[config.mk]
export PLATFORM = sky130hd
export DESIGN_NAME = rw_dir_select
export DESIGN_NICKNAME = d
export VERILOG_FILES = /design/src/rtl/rwsel_pkg.sv /design/src/rtl/rwsel_cfg_hold.sv /design/src/rtl/rwsel_idle_timer.sv /design/src/rtl/rwsel_dir_fsm.sv /design/src/rtl/rw_dir_select.sv
export SDC_FILE = /design/constraint.sdc
export NUM_CORES = 1
export LEC_CHECK = 0
export BUFFER_PORTS_ARGS = -buffer_cell sky130_fd_sc_hd__buf_2
export CAP_MARGIN = 20
export CORE_MARGIN = 2
export CORE_UTILIZATION = 40
export CTS_CLUSTER_DIAMETER = 40
export DETAILED_ROUTE_END_ITERATION = 10
export GPL_ROUTABILITY_DRIVEN = 1
export GPL_TIMING_DRIVEN = 0
export PLACE_DENSITY = 0.62
export SKIP_LAST_GASP = 1
export SLEW_MARGIN = 20
export SYNTH_ARGS = -nofsm -noshare
export SYNTH_HDL_FRONTEND = slang
export SYNTH_SLANG_ARGS = --single-unit
[constraint.sdc]
create_clock -name clk -period 2.1 [get_ports clk]
set_input_delay 0.42 -clock clk [delete_from_list [all_inputs] [get_ports clk]]
set_output_delay 0.42 -clock clk [all_outputs]
set_load 0.05 [all_outputs]
[src/rtl/rwsel_pkg.sv]
package rwsel_pkg;
  typedef enum logic {
    DIR_RD = 1'b0,
    DIR_WR = 1'b1
  } dir_e;

  // Physical direction from the preference and the "on fallback" state.
  function automatic dir_e to_dir(input logic prefer_wr, input logic on_alt);
    return dir_e'(prefer_wr ^ on_alt);
  endfunction
endpackage

[src/rtl/rwsel_cfg_hold.sv]
module rwsel_cfg_hold #(
  parameter int GAP_W = 7
) (
  input  logic             clk,
  input  logic             rst_n,
  input  logic             prefer_wr_i,
  input  logic [GAP_W-1:0] gap_i,
  output logic             prefer_wr_o,
  output logic [GAP_W-1:0] gap_o
);
  logic             pref_q;
  logic [GAP_W-1:0] gap_q;

  // Track the pins only while held in reset; freeze afterwards.
  always_ff @(posedge clk) begin
    if (!rst_n) begin
      pref_q <= prefer_wr_i;
      gap_q  <= gap_i;
    end
  end

  assign prefer_wr_o = pref_q;
  assign gap_o       = gap_q;

  // frozen configuration
  a_r9_cfg_frozen: assert property (@(posedge clk) disable iff (!rst_n)
    1'b1 |=> ($stable(pref_q) && $stable(gap_q)));
endmodule

[src/rtl/rwsel_idle_timer.sv]
module rwsel_idle_timer #(
  parameter int GAP_W = 7
) (
  input  logic             clk,
  input  logic             rst_n,
  input  logic             pref_busy_i,
  input  logic [GAP_W-1:0] gap_i,
  output logic             reached_o
);
  logic [GAP_W-1:0] run_q;
  logic [GAP_W-1:0] run_d;

  // run_q = preceding consecutive idle cycles of the preferred side, capped at gap.
  always_comb begin
    if (pref_busy_i)
      run_d = '0;
    else if (run_q >= gap_i)
      run_d = gap_i;
    else
      run_d = run_q + 1'b1;
  end

  always_ff @(posedge clk) begin
    if (!rst_n)
      run_q <= '0;
    else
      run_q <= run_d;
  end

  assign reached_o = (run_q >= gap_i);

  // count never passes the threshold
  a_r10_run_capped: assert property (@(posedge clk) disable iff (!rst_n)
    run_q <= gap_i);
  // activity on the preferred side restarts the window
  a_r5_restart: assert property (@(posedge clk) disable iff (!rst_n)
    pref_busy_i |=> (run_q == '0));
endmodule

[src/rtl/rwsel_dir_fsm.sv]
module rwsel_dir_fsm (
  input  logic clk,
  input  logic rst_n,
  input  logic pref_busy_i,
  input  logic alt_busy_i,
  input  logic gap_reached_i,
  output logic on_alt_o,
  output logic switch_o
);
  logic on_alt_q;
  logic on_alt_d;

  always_comb begin
    if (!rst_n)
      on_alt_d = 1'b0;
    else if (on_alt_q)
      on_alt_d = !pref_busy_i;              // leave as soon as preferred has work
    else
      on_alt_d = !pref_busy_i && alt_busy_i && gap_reached_i;
  end

  always_ff @(posedge clk) begin
    if (!rst_n)
      on_alt_q <= 1'b0;
    else
      on_alt_q <= on_alt_d;
  end

  assign on_alt_o = on_alt_d;
  assign switch_o = rst_n && (on_alt_d != on_alt_q);

  // preferred work while on fallback forces an immediate return
  a_r6_prompt_return: assert property (@(posedge clk) disable iff (!rst_n)
    (on_alt_q && pref_busy_i) |-> (switch_o && !on_alt_o));
  // nothing pending means no movement
  a_r7_idle_hold: assert property (@(posedge clk) disable iff (!rst_n)
    (!pref_busy_i && !alt_busy_i) |-> !switch_o);
endmodule

[src/rtl/rw_dir_select.sv]
module rw_dir_select #(
  parameter int GAP_W = 7
) (
  input  logic             clk,
  input  logic             rst_n,
  input  logic             rd_pending_i,
  input  logic             wr_pending_i,
  input  logic             cfg_prefer_wr_i,
  input  logic [GAP_W-1:0] cfg_idle_gap_i,
  output logic             dir_wr_o,
  output logic             switch_o
);
  import rwsel_pkg::*;

  logic             pref_wr;
  logic [GAP_W-1:0] gap;
  logic             pref_busy;
  logic             alt_busy;
  logic             reached;
  logic             on_alt;
  dir_e             dir;

  rwsel_cfg_hold #(.GAP_W(GAP_W)) u_cfg (
    .clk         (clk),
    .rst_n       (rst_n),
    .prefer_wr_i (cfg_prefer_wr_i),
    .gap_i       (cfg_idle_gap_i),
    .prefer_wr_o (pref_wr),
    .gap_o       (gap)
  );

  // Map physical stores onto preferred / fallback roles.
  assign pref_busy = pref_wr ? wr_pending_i : rd_pending_i;
  assign alt_busy  = pref_wr ? rd_pending_i : wr_pending_i;

  rwsel_idle_timer #(.GAP_W(GAP_W)) u_timer (
    .clk         (clk),
    .rst_n       (rst_n),
    .pref_busy_i (pref_busy),
    .gap_i       (gap),
    .reached_o   (reached)
  );

  rwsel_dir_fsm u_fsm (
    .clk           (clk),
    .rst_n         (rst_n),
    .pref_busy_i   (pref_busy),
    .alt_busy_i    (alt_busy),
    .gap_reached_i (reached),
    .on_alt_o      (on_alt),
    .switch_o      (switch_o)
  );

  assign dir      = to_dir(pref_wr, on_alt);
  assign dir_wr_o = (dir == DIR_WR);

  // a pulse always marks a real change of direction
  a_r8_pulse_is_change: assert property (@(posedge clk) disable iff (!rst_n)
    (switch_o && $past(rst_n)) |-> (dir_wr_o != $past(dir_wr_o)));
  // moving to the fallback side needs work there and none on the preferred side
  a_r3_move_needs_work: assert property (@(posedge clk) disable iff (!rst_n)
    (switch_o && (dir_wr_o != pref_wr)) |-> (alt_busy && !pref_busy));
endmodule

==> impl_summary.md, run 1 <==
Status
The flow ran to the end, but the final reports show violations. The checks that failed: negative setup slack.

Synthesis
The most instantiated library cell after synthesis is inv_1. The post-synthesis sequential area ratio is 0.429. The dominant synthesized flop cell is edfxtp_1.

In the synthesized netlist, the cells that appear most often are inv_1, dfxtp_1, edfxtp_1, ha_1, nand2_1. The proportion of netlist area held by the largest area contributor is 0.257. For this run, the number of Yosys warnings is 0. Synthesis produced 87 cells.

The combined area of all synthesized cells is 933 um2. The synthesized design spends more area on one cell type than any other, namely edfxtp_1. The main combinational cell family by area after synthesis is compound AO/OA/AOI/OAI gates. The post-synthesis cell type count is 28. A synthesized cell averages 10.7 um2. The synthesized design contains 16 register bits. The share of flip-flops with an asynchronous set or reset after synthesis is 0. The adder and majority cell fraction of the synthesized area is 0.107.

The compound-cell area share of the yosys netlist is 0.182. Yosys attributes the largest share of cell area to edfxtp_1, dfxtp_1, ha_1, a211oi_2, inv_1. The share of synthesized cell area in and, or, nand and nor gates is 0.146. Of the total synthesized cell area, the portion taken by XOR and XNOR cells is 0.0469. After synthesis, the share of cell area in mux cells is 0.0322.

The number of nets handed over by synthesis was 107. Counting flops with a built-in enable in the synthesized netlist gives 8.

Worst setup path
The worst register-to-register path has a depth of 10. The signal on the critical path passes through inv_2 > ha_4 > a21oi_2 > o21ai_2 > a21oi_4 > nor3_2 > a311o_2 > buf_8. The slowest cell on the critical path is edfxtp_1. The count of buffering cells on the critical path with inverters included is 2. The worst-path maximum fanout is 5. The startpoint identified for the worst register-to-register timing path is u_cfg.gap_o[4]$_DFFE_PN_. The delay of the slowest cell on the worst path is 420 ps. The critical path data arrival time is 1960 ps. The nature of the critical path startpoint is a flip-flop. The setup slack of the worst register-to-register path is 230 ps. The critical path data required time is 1680 ps. By startpoint and endpoint, the worst setup path is classified as flip-flop to output pin. The cell type group with the largest total delay on the critical path is compound AO/OA/AOI/OAI gates. The endpoint class of the critical path is an output pin. The capturing point of the worst reg2reg path is u_timer.run_q[2]$_SDFF_PP0_.

Placed design
Buffers placed on the I/O ports in this run total 12. Routability-driven placement finished with a final weighted congestion of 0.763. Summing all placed instances gives a cell area of 0.00104 mm2. Detailed placement ended at an HPWL of 1140 um. The worst slack at placement is -212 ps. Including well taps, the total number of placed cells is 127.

Worst hold path
The worst hold path belongs to the class primary input to flip-flop. In this run the most critical hold path is launched from cfg_idle_gap_i[0]. For hold timing, the worst endpoint is u_cfg.gap_o[0]$_DFFE_PN_. Counting instances, the worst hold path has a depth of 1.

Floorplanning
The floorplan step defined a die boundary enclosing 0.00274 mm2. The number of core rows is 17. The die height is 52.3 um. The initial utilization of the core area, before any placement, comes to 0.422. The boundary pin count is 14. The area of the core region is 0.00221 mm2. The die is 52.3 um wide.

CTS
The count of clock tree sinks is 16. Clock tree synthesis selected as its root buffer the cell clkbuf_4. The register clock-pin slew on the reported worst setup and hold paths is 90 ps. The clock tree from TritonCTS is built.

Counting the buffers created by CTS gives 3. The maximum buffer depth of the clock tree is 2. The clock latency on the worst-skew pair is 280 ps.

After clock tree synthesis, the flow added hold-fix buffers numbering 0. CTS built an H-tree with a depth of 1.

Finish
The filler cell count is 210. The total non-filler cell area in the finished layout is 0.00118 mm2. Summing all multi-input logic gate instances after layout gives 552 um2. Registers take 402 um2.

The repair_antennas step left the layout with diodes totalling 0. The area growth from synthesis to layout is 26.5%. The number of cells in the finished layout apart from fillers is 136. The fraction of final layout cells with drive strength greater than 1 is 0.472. The total number of nets in the final design is 129.

Drt
The DRC violation count after routing is 0. Summing over every cut layer, the via total after detailed routing is 675. The routed via count divided by cell count is 4.96. The count of nets left with antenna violations once routing finished came out at 0. After detailed routing, the average wire length per cell comes to 11.6 um. The violation count after the first detailed-routing iteration is 4.

The iteration count of the initial detailed-routing pass is 4. Wires add up to 1580 um.

Global route
The total overflow left after global routing is 0. The initial antenna violation count came to 0. The first global-routing pass estimated 2660 um of wire. The maximum number of pins on one net before global-route repair is 11.

The via count of the first global-routing pass is 670. In the global route stage, overall resource usage came out at 0.134.

STA
The number of hold violations in the final report was 0. The count of pins over their slew limit is 0. Derived from the worst setup path, the maximum achievable clock frequency is 420 MHz. The share of the cycle needed by the critical path after routing is 1.13.

After routing, the total negative slack on setup checks comes to -467 ps. The clock tree skew after final layout is 1.45 ps. In this run the tightest slew margin relative to its limit is 0.717. The final setup slack of the worst path is -280 ps.

At the pin with the least slew margin, the transition time is 425 ps. The number of endpoints failing setup at the final stage is 2. Setup repair after global routing could not meet its margin everywhere. The clock period minus final worst setup slack is 2380 ps.

Power and ir drop
The switching part of the total power is 0.261. The switching power is 0.000166 W. The static power due to leakage is 0.466 nW. The internal power contribution is 0.000470 W.

The total power divided by cell area is 539 mW/mm2. The portion of total power attributed to the clock network is 0.250. The combinational cell fraction of total power is 0.188. The share of total power dissipated in sequential elements is 0.562.

The peak supply drop is 0.000439 V. The sum of internal, switching and leakage power is 0.000636 W.

Run
The total of max-cap violations is 0.
==> power groups by stage <==
stage / sequential, W / combinational [W] / clock, W
2_1_floorplan: 0.000362 / 0.0000718 / 0
3_3_place_gp: 0.000364 / 0.0000933 / 0
3_5_place_dp: 0.000365 / 0.0000956 / 0
4_1_cts: 0.000358 / 0.000117 / 0.000173
5_1_grt: 0.000360 / 0.000134 / 0.000181
6_report: 0.000358 / 0.000120 / 0.000159
==> metrics by stage <==
| stage | util | hold WS (ps) |
|---|---|---|
| after floorplan | - | 479 |
| after global placement | 0.472 | 506 |
| after detailed placement | 0.472 | 506 |
| after CTS | 0.527 | 294 |
| after global routing | 0.534 | 299 |
| final | 0.534 | 311 |
==> layout make-up <==
cell class | instances | share of cell area
multi-input cells | 59 | 0.467
flip-flops and latches | 16 | 0.340
inverters | 9 | 0.0286
repair buffers | 17 | 0.0964
clock buffers | 3 | 0.0191
plain buffers | 3 | 0.0159
clock inverters | 1 | 0.00318
well taps | 28 | 0.0297
==> per-layer routing <==
| metal | wire (um) | GRT usage |
|---|---|---|
| met1 | 730 | 0.162 |
| met2 | 799 | 0.227 |
| met3 | 35 | 0.0171 |
| met4 | 18 | 0.0769 |
| met5 | 0 | 0 |
==> cell usage in the layout (no fill, tap or decap), types with 2 or more instances in the layout <==
cell,Yosys,routed
edfxtp_1,8,8
clkbuf_4,0,3
mux2i_1,3,3
and3_1,2,2
xor2_1,2,2
clkbuf_1,2,2
buf_4,0,5
ha_1,8,5
o21ai_2,2,2
a21oi_2,2,3
inv_1,9,6
buf_6,1,2
nand3_1,3,3
nor2_2,5,6
dfxtp_1,8,7
nand2_1,6,5
ha_4,0,3
inv_2,0,3
xnor2_1,3,3
o31ai_1,2,2
nor2_1,4,3
buf_2,0,10
a211oi_2,5,5
==> state kept, by name (all words and copies together) (netlist names) <==
signal and cells:
u_timer.run_q 7, u_cfg.gap_o 7, u_fsm.on_alt_q 1, u_cfg.prefer_wr_o 1
==> how the worst max path moves through the flow <==
stage                                  start       end  slack (ps)  depth (start not counted)
floorplan           u_cfg.gap_o[6]$_DFFE_PN_  dir_wr_o          20                          7
finish              u_cfg.gap_o[4]$_DFFE_PN_  dir_wr_o        -280                          8
global route        u_cfg.gap_o[4]$_DFFE_PN_  dir_wr_o        -370                          8
CTS                 u_cfg.gap_o[4]$_DFFE_PN_  dir_wr_o        -330                          8
global placement    u_cfg.gap_o[6]$_DFFE_PN_  dir_wr_o        -170                          8
detailed placement  u_cfg.gap_o[4]$_DFFE_PN_  dir_wr_o        -210                          8
==> logic make-up after synthesis <==
logic type	count (synthesis)
XOR/XNOR	5
AO/OA/AOI/OAI	18
adder cells (fa/ha/maj)	8
flip-flops	16
AND/OR/NAND/NOR	25
buffers and inverters	12
multiplexers	3
==> timing repair <==
action                     4_1_cts  5_1_grt
buffers inserted                 3        2
setup endpoints to repair        2        2
pin swaps                       13        1
resized for setup               16        1
gates cloned                     0        0
(Power assumes the default switching activity.)
==> inputs of run 2 (changes only) <==
PLACE_DENSITY = 0.67   (was 0.62)
RECOVER_POWER = 100   (was unset)
==> run 2 against run 1 <==
The run still ends with negative setup slack left. Via count up 2.5%. Critical endpoint unchanged. Largest power group unchanged. Non-clock buffer count is 1 higher. Sequential share of layout area decreased by 0.84 points. Wire length fell by 0.38%. Final area is 3.2% higher. Clock-buffer cell count is the same. Combinational power grew 5%. Utilization rose by 1.7 points. Highest routed layer unchanged.
==> impl_summary.md, run 2 (synthesized netlist as in run 1, its figures left out) <==
Worst setup path
The slowest cell on the critical path is edfxtp_1. STA classifies the critical path endpoint as an output pin. Among the stages of the critical path, the cell type that occurs most often is a21oi_4. STA puts the critical path data arrival time at 1940 ps. In this design, the stage delay of the slowest critical-path cell is 420 ps.

The nature of the critical path startpoint is a flip-flop. The critical path data required time is 1680 ps. The critical setup path kind is flip-flop to output pin.

The critical path goes through inv_2 > ha_4 > a21oi_4 > o21ai_2 > a21oi_4 > nor3_2 > a311o_2 > buf_8. In this run the worst setup path begins at u_cfg.gap_o[4]$_DFFE_PN_. In this run the critical register-to-register path is launched from u_cfg.gap_o[4]$_DFFE_PN_.

In this run the worst path has a maximum fanout of 5.

Placed design
The detailed-placement wirelength estimate is 1150 um. The final weighted congestion in routability-driven placement is 0.743. Once placement completed, the tool counted placed cells totaling 127. The number of buffers inserted by port buffering is 12.

Drt
The routed design uses 789 um of met2 wire. The first TritonRoute pass finished after 4 iterations. For this block, the initial DRC count from the detailed router was 9. The post-detailed-routing wire length is 1580 um. After detailed routing, the number of vias per cell comes to 5.05. The uppermost metal layer occupied by signal nets is met4.

In the routed design, unresolved DRC markers number 0. The total number of vias is 692. The routed design uses 37 um of met3 wire. The routed length per placed instance is 11.5 um. The post-route met1 wirelength is 734 um. The count of antenna-violating nets left after detailed routing is 0.

Floorplanning
The die covers 0.00274 mm2. During I/O placement, the number of pins put on the boundary was 14. The initial utilization of the core area, before any placement, comes to 0.422. The die span in x is 52.3 um. The number of core rows is 17. In this run the vertical extent of the chip is 52.3 um.

The core region is 0.00221 mm2.

STA
The number of hold violations in the final report was 0. The share of the cycle needed by the critical path after routing is 1.12. The clock tree skew after final layout is 5.65 ps. Setup violations remaining at the end of the flow were counted as 2. Once routing completed, OpenROAD measured the worst setup slack at -259 ps.

The count of pins over their slew limit is 0. Counting I/O delays and the setup requirement, the final critical path takes 2360 ps. The worst pin sits at a relative slew slack of 0.668. The fmax is 424 MHz. At the pin with the least slew margin, the transition time is 491 ps.

Setup repair after global routing could not meet its margin everywhere.

CTS
In this run the number of H-tree levels came out at 1. The number of hold-repair buffers added at the cts stage is 0. The count of clock tree sinks is 16. The maximum buffer depth of the clock tree is 2. The clock tree root driver cell is clkbuf_4. The clock tree from TritonCTS is built. Clock-pin slew was measured on the worst setup and hold paths at 90 ps. The number of buffers inserted during clock tree synthesis is 3.

The clock latency on the worst-skew pair is 270 ps.

Power and ir drop
The internal portion of the total power is 0.000475 W. Of the total power, the share spent switching nets is 0.258. Summed over all cells, the static leakage comes to 0.476 nW. The portion of total power attributed to the clock network is 0.242. The peak supply drop is 0.000355 V. The combinational cell fraction of total power is 0.198. Of the total power, registers draw 0.560. The analysis attributes to net switching a power of 0.000165 W. The total power divided by cell area is 525 mW/mm2.

Finish
The area overhead of the layout relative to synthesis is 30.6%. The final standard cell utilization of the core is 0.551. After the last flow step, the layout net total stands at 130. The fraction of final layout cells with drive strength greater than 1 is 0.505. The repair_antennas step left the layout with diodes totalling 0. The library cells used most frequently in the layout, excluding fill and tap cells, are buf_2, edfxtp_1, nor2_2, buf_4. The number of cells in the finished layout apart from fillers is 137. The most common cell after layout, fill and taps aside is buf_2.

Global route
The initial antenna violation count came to 0. Entering global routing, the biggest net connects 11 pins. The via count of the first global-routing pass is 672. Summed over all layers, the global routing overflow is 0. In the global route stage, overall resource usage came out at 0.138. The first global-routing pass estimated 2770 um of wire.

Worst hold path
In this run the most critical hold path is launched from cfg_prefer_wr_i. In this run the worst hold path is classified as primary input to flip-flop.

Status
The flow ran to the end, but the final reports show violations. The checks that failed: negative setup slack.

Run
The tool flagged a number of max-cap violations equal to 0.
## run 2: cell count changes in the layout (fill, tap and decap cells not counted), moves of 2 or more
| cell | change |
|---|---|
| a21oi_2 | -2 |
| a21oi_4 | +2 |
| dfxtp_1 | -2 |
| dfxtp_2 | +2 |
## run 2: path summary, 6_finish.rpt
kind	end	slack (ps)	cells after the start
min reg2reg	u_timer.run_q[1]$_SDFF_PP0_	520	2
max reg2reg	u_timer.run_q[3]$_SDFF_PP0_	320	9
min	u_cfg.prefer_wr_o$_DFFE_PN_	310	1
max	dir_wr_o	-260	8
## run 2: layer usage
layer / vias to the layer above / GRT usage
li1: 354 / -
met1: 324 / 0.163
met2: 12 / 0.244
met3: 2 / 0.0171
met4: 0 / 0.0641
met5: - / 0
## run 2: power by group through the flow
stage	Sequential (W)	Clock, W	Combinational, W
detailed placement	0.000364	0	0.0000950
CTS	0.000358	0.000160	0.000119
finish	0.000358	0.000155	0.000126
floorplan	0.000362	0	0.0000718
global placement	0.000364	0	0.0000925
global route	0.000361	0.000175	0.000140
## run 2: worst max-delay path, delay by kind of cell, from the launching register on
kind	cells	cell delay [ps]
fa+ha+maj	1	210
simple gates	1	50
flops	1	420
compound gates	4	730
buf+inv	2	240
## run 2: area by class of cell
| cell class | instances | area, um2 |
|---|---|---|
| fill | 207 | 993 |
| buffer | 3 | 18.8 |
| tap | 28 | 35.0 |
| inverter | 9 | 33.8 |
| clock inverter | 1 | 3.75 |
| multi-input combinational | 59 | 581 |
| clock buffer | 3 | 22.5 |
| sequential | 16 | 404 |
| timing repair buffer | 18 | 120 |
## run 2: what timing repair did
action	in CTS	in global routing
gates resized for setup	17	7
setup buffers	4	2
setup endpoints to repair	2	2
pin swaps	13	4
gates cloned	0	0
## run 2: stage by stage
step	setup TNS, ps	instance area (um2)	power, W	hold slack [ps]	worst slack, ps
2_1_floorplan	0	950	0.000433	479	24.6
3_3_place_gp	-281	1040	0.000456	505	-167
3_5_place_dp	-365	1040	0.000459	505	-212
4_1_cts	-453	1170	0.000636	308	-274
5_1_grt	-631	1220	0.000676	294	-359
6_report	-417	1220	0.000640	312	-259
==> inputs of run 3 (changes only) <==
--- a/config.mk
+++ b/config.mk
@@ -8,3 +8,2 @@
 export BUFFER_PORTS_ARGS = -buffer_cell sky130_fd_sc_hd__buf_2
-export CAP_MARGIN = 20
 export CORE_MARGIN = 2
==> constraint.sdc (replaced) <==
create_clock -name clk -period 2.1 [get_ports clk]
set_input_delay 0.315 -clock clk [delete_from_list [all_inputs] [get_ports clk]]
set_output_delay 0.315 -clock clk [all_outputs]
set_load 0.05 [all_outputs]
==> run 3 against run 2 <==
Largest power group unchanged. Sequential power about the same. Clock-buffer cell count is the same. Critical path type unchanged. Non-clock buffer count decreased by 3. Utilization decreased by 3.4 points. Sequential cell count unchanged. Worst setup slack improved by 130 ps. Cell count shrank 2.2%. The flow still finishes with violations (negative setup slack). Critical endpoint unchanged.
==> impl_summary.md, run 3 (synthesized netlist as in run 1, its figures left out) <==
Placed design
The final weighted congestion in routability-driven placement is 0.740. The detailed-placement wirelength estimate is 1170 um. Input and output buffers added on the ports amount to 12. The placed instances occupy a cell area of 0.00104 mm2.

Finish
The fraction of final layout cells with drive strength greater than 1 is 0.425. The most common cell after layout, fill and taps aside is buf_2. The filler cell count is 212.

After the last flow step, the layout net total stands at 127. The area overhead of the layout relative to synthesis is 22.5%. The number of antenna diodes in the final layout is 0. Leaving out fill and tap cells, the most frequent cells in the layout are buf_2, edfxtp_1, dfxtp_1. Summing all flip-flop and latch instances after layout gives 402 um2. Summing all non-filler instances in the final layout gives an area of 0.00114 mm2. The area of the multi-input gates is 541 um2.

Drt
The detailed router finished its first iteration with 8 violations. For this run, design rule violations remaining after detail routing come to 0. In the routed layout, each cell is associated on average with a via count of 5.10. The total number of vias is 684. The routed length per placed instance is 11.8 um. The post-detailed-routing wire length is 1580 um.

The iteration count of the initial detailed-routing pass is 2. The count of antenna-violating nets left after detailed routing is 0.

CTS
The clock passes through at most 2 buffers. The clock latency on the worst-skew pair is 280 ps. TritonCTS built the clock tree. The count of clock tree sinks is 16.

The register clock-pin slew on the reported worst setup and hold paths is 90 ps. The number of hold-repair buffers added at the cts stage is 0. The number of buffers inserted during clock tree synthesis is 3. Clock tree synthesis selected as its root buffer the cell clkbuf_4.

In this run the number of H-tree levels came out at 1.

Worst setup path
The worst setup path is captured at an output pin. The count of buffering cells on the critical path with inverters included is 2. The critical path data required time is 1780 ps. Along the worst path, the maximum fanout reaches 5. The capturing point of the worst reg2reg path is u_timer.run_q[2]$_SDFF_PP0_.

The worst setup path is launched from a flip-flop. The depth of the worst register-to-register path is 9. The cell type group with the largest total delay on the critical path is compound AO/OA/AOI/OAI gates. The largest single stage delay on the critical path is 420 ps. The critical path data arrival time is 1920 ps. The setup slack of the worst register-to-register path is 190 ps. The slowest cell on the critical path is edfxtp_1. The worst setup path is of the flip-flop to output pin kind. In this run the worst setup path begins at u_cfg.gap_o[6]$_DFFE_PN_. The endpoint of the worst setup timing path is dir_wr_o. The critical path runs through a total of 8 cells. The start of the worst register-to-register path is u_cfg.gap_o[6]$_DFFE_PN_. Walking the worst path, the cells encountered are inv_2 > ha_4 > a21oi_2 > o21ai_2 > a21oi_4 > nor3_2 > a311o_1 > buf_6.

Global route
The via count of the first global-routing pass was 689. The initial antenna violation count is 0. The maximum number of pins on one net before global-route repair is 11.

The total global-route track usage is 0.139. The total overflow left after global routing is 0. The wire length of the first global-routing pass is 2750 um.

STA
Across the routed clock network, the largest skew measured is 2.95 ps. The routed design could run at a clock period as short as 2230 ps. The count of pins over their slew limit is 0. Setup violations remaining at the end of the flow were counted as 2. The normalized max-slew margin is 0.725.

The share of the cycle needed by the critical path after routing is 1.06. The slew at the pin with the worst max-slew slack is 412 ps. The number of hold violations in the final report is 0. Setup repair after global routing could not meet its margin everywhere. For this run, the top clock speed supported by timing is 448 MHz. The final setup slack of the worst path is -133 ps.

Floorplanning
The die span in x is 52.3 um. The number of core rows is 17. The overall die area is 0.00274 mm2.

The starting utilization of the core area is 0.422. The area of the core region is 0.00221 mm2. The die height is 52.3 um. The boundary pin count is 14.

Run
Across the run, the number of max-cap violations was 0.

Power and ir drop
The analysis attributes to cell leakage a power of 0.449 nW. In this run the power density over the cells is 551 mW/mm2. Overall power consumption after layout is estimated at 0.000630 W. The peak supply drop is 0.000363 V.

Worst hold path
The min-delay analysis places its worst path in the category primary input to flip-flop.

Status
The flow ran to the end, but the final reports show violations. The checks that failed: negative setup slack.
==> run 3: report_power, final <==
part	internal [W]	total, W	switching [W]
clock network	0.0000689	0.000160	0.0000913
registers	0.000347	0.000358	0.0000118
logic	0.0000481	0.000111	0.0000630
total	0.000464	0.000630	0.000166
==> run 3: repair_timing <==
item,4_1_cts,5_1_grt
pin swaps,12,3
gates resized for setup,13,3
endpoints found under the setup margin,2,2
setup buffers,3,0
==> run 3: per-stage QoR <==
step	std cells	setup WS (ps)	utilization	TNS [ps]	hold slack, ps
global placement	127	-27.7	0.472	-38.9	492
floorplan	87	94.0	-	0	414
finish	134	-133	0.517	-260	201
detailed placement	127	-36.3	0.472	-55.8	493
CTS	134	-156	0.518	-305	187
global route	134	-227	0.517	-439	188
==> run 3: layout make-up <==
cell class,instances,area share
flip-flops and latches,16,0.351
inverters,9,0.0295
clock inverters,1,0.00328
plain buffers,3,0.0109
clock buffers,3,0.0197
multi-input cells,59,0.473
well taps,28,0.0306
repair buffers,15,0.0821
==> run 3: worst min-delay path by stage <==
stage / startpoint / to / slack, ps / cells past startpoint
final: cfg_idle_gap_i[3] / u_cfg.gap_o[3]$_DFFE_PN_ / 200 / 1
after global routing: cfg_idle_gap_i[5] / u_cfg.gap_o[5]$_DFFE_PN_ / 190 / 1
after CTS: cfg_idle_gap_i[3] / u_cfg.gap_o[3]$_DFFE_PN_ / 190 / 1
after detailed placement: cfg_idle_gap_i[3] / u_cfg.gap_o[3]$_DFFE_PN_ / 490 / 1
after global placement: cfg_idle_gap_i[0] / u_cfg.gap_o[0]$_DFFE_PN_ / 490 / 1
after floorplan: cfg_idle_gap_i[0] / u_cfg.gap_o[0]$_DFFE_PN_ / 410 / 0
==> run 3: metal layers <==
layer / vias to the layer above / track usage / part of all wire / wire (um)
li1: 346 / - / - / -
met1: 327 / 0.146 / 0.43 / 679
met2: 9 / 0.256 / 0.53 / 839
met3: 2 / 0.0257 / 0.028 / 44
met4: 0 / 0.0769 / 0.0089 / 14
met5: - / 0 / 0 / 0
